**config.mk**
```make
export PLATFORM = sky130hd
export DESIGN_NAME = exec_unit
export DESIGN_NICKNAME = d
export VERILOG_FILES = /design/src/rtl/exec_unit.sv
export SDC_FILE = /design/constraint.sdc
export NUM_CORES = 1
export LEC_CHECK = 0
export BUFFER_PORTS_ARGS = -buffer_cell sky130_fd_sc_hd__buf_4
export CAP_MARGIN = 20
export CORE_MARGIN = 5
export CORE_UTILIZATION = 65
export DETAILED_ROUTE_END_ITERATION = 16
export PLACE_DENSITY_LB_ADDON = 0.15
export SYNTH_ARGS = -nofsm -noshare
export SYNTH_HDL_FRONTEND = slang
export SYNTH_SLANG_ARGS = --single-unit
```
**constraint.sdc**
```tcl
create_clock -name vclk -period 9.76
set_clock_uncertainty 0.05 [all_clocks]
set_input_delay 0.976 -clock vclk [all_inputs]
set_output_delay 0.976 -clock vclk [all_outputs]
set_load 0.03 [all_outputs]
```
**src/rtl/exec_unit.sv**
```systemverilog
module exec_unit #(
  parameter int XLEN = 32
) (
  input  logic [31:0]     inst,
  input  logic [XLEN-1:0] pc,
  input  logic [XLEN-1:0] rs1_val,
  input  logic [XLEN-1:0] rs2_val,
  input  logic [XLEN-1:0] imm,
  input  logic            op1_from_pc,
  input  logic            op2_from_imm,
  output logic [XLEN-1:0] alu_result,
  output logic            jump_flag,
  output logic [XLEN-1:0] jump_target
);
  localparam int SHW = $clog2(XLEN);
  localparam logic [6:0] OPC_REG  = 7'h33;
  localparam logic [6:0] OPC_IMM  = 7'h13;
  localparam logic [6:0] OPC_BR   = 7'h63;
  localparam logic [6:0] OPC_JAL  = 7'h6f;
  localparam logic [6:0] OPC_JALR = 7'h67;

  typedef enum logic [3:0] {
    FN_ADD, FN_SUB, FN_SLL, FN_SLT, FN_SLTU, FN_XOR, FN_SRL, FN_SRA, FN_OR, FN_AND
  } alu_fn_t;

  logic [6:0] opcode;
  logic [2:0] f3;
  logic       alt;
  assign opcode = inst[6:0];
  assign f3     = inst[14:12];
  assign alt    = inst[30];

  alu_fn_t fn;
  always_comb begin
    fn = FN_ADD;
    if (opcode == OPC_REG || opcode == OPC_IMM) begin
      unique case (f3)
        3'd0: fn = (alt && opcode == OPC_REG) ? FN_SUB : FN_ADD;
        3'd1: fn = FN_SLL;
        3'd2: fn = FN_SLT;
        3'd3: fn = FN_SLTU;
        3'd4: fn = FN_XOR;
        3'd5: fn = alt ? FN_SRA : FN_SRL;
        3'd6: fn = FN_OR;
        default: fn = FN_AND;
      endcase
    end
  end

  logic [XLEN-1:0] opa, opb;
  logic [SHW-1:0]  shamt;
  assign opa   = op1_from_pc  ? pc  : rs1_val;
  assign opb   = op2_from_imm ? imm : rs2_val;
  assign shamt = opb[SHW-1:0];

  always_comb begin
    unique case (fn)
      FN_SUB:  alu_result = opa - opb;
      FN_SLL:  alu_result = opa << shamt;
      FN_SLT:  alu_result = {{(XLEN-1){1'b0}}, $signed(opa) < $signed(opb)};
      FN_SLTU: alu_result = {{(XLEN-1){1'b0}}, opa < opb};
      FN_XOR:  alu_result = opa ^ opb;
      FN_SRL:  alu_result = opa >> shamt;
      FN_SRA:  alu_result = XLEN'($signed(opa) >>> shamt);
      FN_OR:   alu_result = opa | opb;
      FN_AND:  alu_result = opa & opb;
      default: alu_result = opa + opb;
    endcase
  end

  logic taken;
  always_comb begin
    unique case (f3)
      3'd0: taken = rs1_val == rs2_val;
      3'd1: taken = rs1_val != rs2_val;
      3'd4: taken = $signed(rs1_val) <  $signed(rs2_val);
      3'd5: taken = $signed(rs1_val) >= $signed(rs2_val);
      3'd6: taken = rs1_val <  rs2_val;
      3'd7: taken = rs1_val >= rs2_val;
      default: taken = 1'b0;
    endcase
  end

  logic [XLEN-1:0] pc_rel, reg_rel;
  assign pc_rel  = pc + imm;
  assign reg_rel = rs1_val + imm;

  always_comb begin
    jump_flag   = 1'b0;
    jump_target = '0;
    if (opcode == OPC_JAL) begin
      jump_flag   = 1'b1;
      jump_target = pc_rel;
    end else if (opcode == OPC_JALR) begin
      jump_flag   = 1'b1;
      jump_target = {reg_rel[XLEN-1:1], 1'b0};
    end else if (opcode == OPC_BR && taken) begin
      jump_flag   = 1'b1;
      jump_target = pc_rel;
    end
  end

  always_comb begin
    a_r13_idle_target: assert (jump_flag || jump_target == '0);
    if (opcode == OPC_JALR) begin
      a_r12_even_target: assert (jump_flag && !jump_target[0]);
    end
    if (opcode == OPC_JAL) begin
      a_r11_always_jumps: assert (jump_flag);
    end
    if (opcode == OPC_BR && f3 == 3'd0 && rs1_val == rs2_val) begin
      a_r8_beq_equal: assert (jump_flag && jump_target == pc + imm);
    end
    if (opcode == OPC_BR && (f3 == 3'd2 || f3 == 3'd3)) begin
      a_r9_reserved_never: assert (!jump_flag);
    end
    if (fn == FN_SLT || fn == FN_SLTU) begin
      a_r6_compare_width: assert (alu_result[XLEN-1:1] == '0);
    end
  end
endmodule

```
Word-level counts from Yosys, hierarchy flattened
Index checks and enable logic that the tools add are counted.
- flip-flop bits (word level): 0
- output and inout bits: 65
- word-level logic and storage cells: 57
- add/subtract/negate cells: 4
- order comparisons: 6
- equality and inequality tests: 23
- shift-type cells: 3
- multiplexer cells: 14
- bitwise logic cells: 3
- reductions and logical operators: 4
- operator list (operator ; number):
    $pmux 32 s9 ; 1
    $mux 32 ; 5
    $lt 32x32->1 ; 4
    $add 32x32->32 ; 3
    $ge 32x32->1 ; 2
    $and 32x32->32 ; 1
    $eq 32x32->1 ; 1
    $ne 32x32->1 ; 1
    $or 32x32->32 ; 1
    $shl 32x5->32 ; 1
    $shr 32x5->32 ; 1
    $sshr 32x5->32 ; 1
    $sub 32x32->32 ; 1
    $xor 32x32->32 ; 1
    $pmux 4 s7 ; 1
    $eq 7x7->1 const B ; 3
    $eq 4x3->1 const B ; 4
    $eq 3x3->1 const B ; 4
    $eq 4x2->1 const B ; 2
    $eq 4x4->1 const B ; 2
    $eq 7x5->1 const B ; 1
    $eq 7x6->1 const B ; 1
    $eq 3x2->1 const B ; 2
    $pmux 1 s6 ; 1
    other kinds (7) ; 12

Logic depth before layout (Yosys ltp)
- word-level depth: 7
- depth in mapped cells: 19
- depth with buffers taken out: 14

Least setup slack after synthesis
No wires, ideal clock.
- kind: input port to output port
- start: in op2_from_imm
- end: out alu_result[30]
- data arrival time: 4.949 ns
- slack: 3.785 ns
- stages: 15
- path buffers: 4
- cells stage by stage: buf_6 mux2i_2 clkbuf_1 clkbuf_1 buf_1 ha_1 nor3_1 a211o_1 a221oi_4 nor3_2 o211ai_2 o211ai_1 o41a_1 or4_1 a22oi_1
- word-level cells in the longest chain between the ends: 3
- elaborated cells between the ends (all ways): 10
- classes of those cells: add/sub: 2; shift: 3; mux: 2; bitwise: 3
- RTL lines (what ; RTL line ; source):
    start, declared ; 10 ; input logic op2_from_imm,
    $mux 32 (*) ; 53 ; assign opb = op2_from_imm ? imm : rs2_val;
    $add 32x32->32 (tied with other cells) ; 67 ; default: alu_result = opa + opb;
    $pmux 32 s9 (*) ; 57 ; unique case (fn)
    end, declared ; 11 ; output logic [XLEN-1:0] alu_result,
Mark *: on every way between the ends. The rest lies on a longest branch, timed or not.

Worst setup path after layout
- start: in op2_from_imm
- end: out alu_result[29]
The elaborated chain is that of the path after synthesis.

==> impl_metrics.tcl <==
set metrics [dict create \
    start_util_pct 66.63 \
    relSlewSlack_pct 30.06 \
    status "finished, violations left" \
    fmax_mhz 134.8 \
    hp-start "pc[0]" \
    clkbuf_count 0 \
    hold_viol_final 0 \
    vias 17040 \
    drt_iter0_drc 2096 \
    synth_area_um2 13570 \
    dpl_cell_area_um2 15000 \
    setup_tns_ns 0 \
    yosysTopAreaCellShare_pct 17.52 \
    maxCapViolations 0 \
    ios 227 \
    start_kind "primary input" \
    tightest_slew_ns 1.047 \
    std_cell_rows 52 \
    regArea_um2 0 \
    first_pass_iters 12 \
    nNetsFinal 2503 \
    synth.avg_cell_area_um2 6.619 \
    grt_overflow 0 \
    post-route-cell-area_um2 15000 \
    routabilityCongestion 1.045 \
    antenna_found_initial 0 \
    ys_types 97 \
    dieWidth_um 154.5 \
    cts_setup_buffers 0 \
    seq_area_frac_synth_pct 0 \
    ctsResizeCount 0 \
    seq_cell_count 0 \
    hold_end "jump_target[0]" \
    critPathArrivalTime_ns 6.39 \
    p_per_area_nw_per_um2 77.36 \
    ys_warn_count 0 \
    wl_um 54210 \
    fin_crit_ns 7.416 \
    hp-class "primary input to primary output" \
    required_ns 8.73 \
    diodes 0 \
    setup_viol 0 \
    antenna_left 0 \
    holdBufCountCts 0 \
    synth_area_leaders "ha_1 (18%), mux2i_1 (9.3%), a21oi_1 (6.8%), nand2_1 (6.4%), o21ai_0 (6.0%)" \
    grt_use_total_pct 42.18 \
    drc 1 \
    area_growth_pct 10.56 \
    mostFrequentLayoutCells "nand2_1 (230), buf_4 (226), ha_1 (190)" \
    final_common_cell "nand2_1" \
    ir_drop_v 0.00005631 \
    p_leak_nw 7.047 \
    endpoint_kind "primary output" \
    synth_nets 2406 \
    grt_pass1_vias 16060 \
    cp_max_fo 66 \
    via_per_inst 7.055 \
    hpwl_um 42970 \
    die_h_um 154.5 \
    hold_depth 4 \
    path_class "primary input to primary output" \
    coreArea_um2 20360 \
    dieArea_um2 23860 \
    grt_max_degree 67 \
    fin_crit_sh_pct 75.99 \
    netlist_instances 2050 \
    violations "DRC" \
    rsz0062_at_grt "false" \
    io_buffers 206 \
    grt_pass1_wl_um 83460 \
    synth_area_leader_cell "ha_1" \
    wl_per_cell_um 22.45 \
    drive_above_1_share_pct 13.94 \
    timing.final.max_slew_violations 0 \
]
-- cells in the mapped netlist, types with 22 or more instances --
master / number
a211oi_1: 30
a21o_1: 33
a21oi_1: 183
a31oi_1: 25
buf_2: 26
clkbuf_1: 81
ha_1: 190
inv_1: 138
mux2i_1: 126
nand2_1: 230
nand3_1: 40
nor2_1: 185
nor3_1: 44
o211ai_1: 48
o21a_1: 51
o21ai_0: 162
xnor2_1: 36
xor2_1: 22
-- layout make-up --
cell class | count | area, µm²
repair buffers | 226 | 1697
well taps | 270 | 337.8
multi-input cells | 1773 | 12420
fillers | 1705 | 5364
inverters | 146 | 550.5
-- through the flow --
stage / hold WS (ns) / total power, mW / setup WS, ns / instances / util, %
2_1_floorplan: 2.246 / 0.8035 / 3.785 / 2050 / -
3_3_place_gp: 2.393 / 1.089 / 2.689 / 2415 / 73.66
3_5_place_dp: 2.431 / 1.117 / 2.649 / 2415 / 73.66
4_1_cts: 2.431 / 1.123 / 2.624 / 2415 / 73.66
5_1_grt: 2.457 / 1.246 / 2.091 / 2415 / 73.66
6_report: 2.440 / 1.161 / 2.344 / 2415 / 73.66
-- power by group --
part | leakage [nW] | internal (mW) | total (mW) | switching (mW)
Sequential | 0 | 0 | 0 | 0
Combinational | 7.05 | 0.438 | 1.16 | 0.722
Clock | 0 | 0 | 0 | 0
-- worst max path at each step --
stage | startpoint | slack [ns] | to
after global placement | op2_from_imm | 2.69 | alu_result[29]
after detailed placement | op2_from_imm | 2.65 | alu_result[29]
after floorplan | op2_from_imm | 3.79 | alu_result[30]
after global routing | op2_from_imm | 2.09 | alu_result[29]
final | op2_from_imm | 2.34 | alu_result[29]
after CTS | op2_from_imm | 2.62 | alu_result[29]
-- critical path, stage by stage --
cell and delay, ns:
buf_4 0.51, mux2_2 0.29, buf_4 0.67, inv_2 0.62, ha_1 0.42, o311a_1 0.39, nor4_1 0.38, nor2_1 0.18
a31oi_1 0.35, o21ai_1 0.26, a41oi_1 0.53, o21ai_0 0.20, o21ba_2 0.23, o32ai_1 0.12, buf_4 0.21
-- logic make-up after synthesis --
group / synth area share (%)
fa+ha+maj: 18.11
buf+inv: 8.862
xor+xnor: 3.744
mux: 12.42
compound gates: 35.57
simple gates: 21.29
-- routing by layer --
layer,global-route usage [%],wire (µm),vias to the layer above
met5,0,0,-
met4,28.13,4633,0
met3,7.237,6188,310
met2,66.26,23020,1246
met1,52.85,20370,7751
li1,-,-,7730
Power figures use the tool's default switching activity.
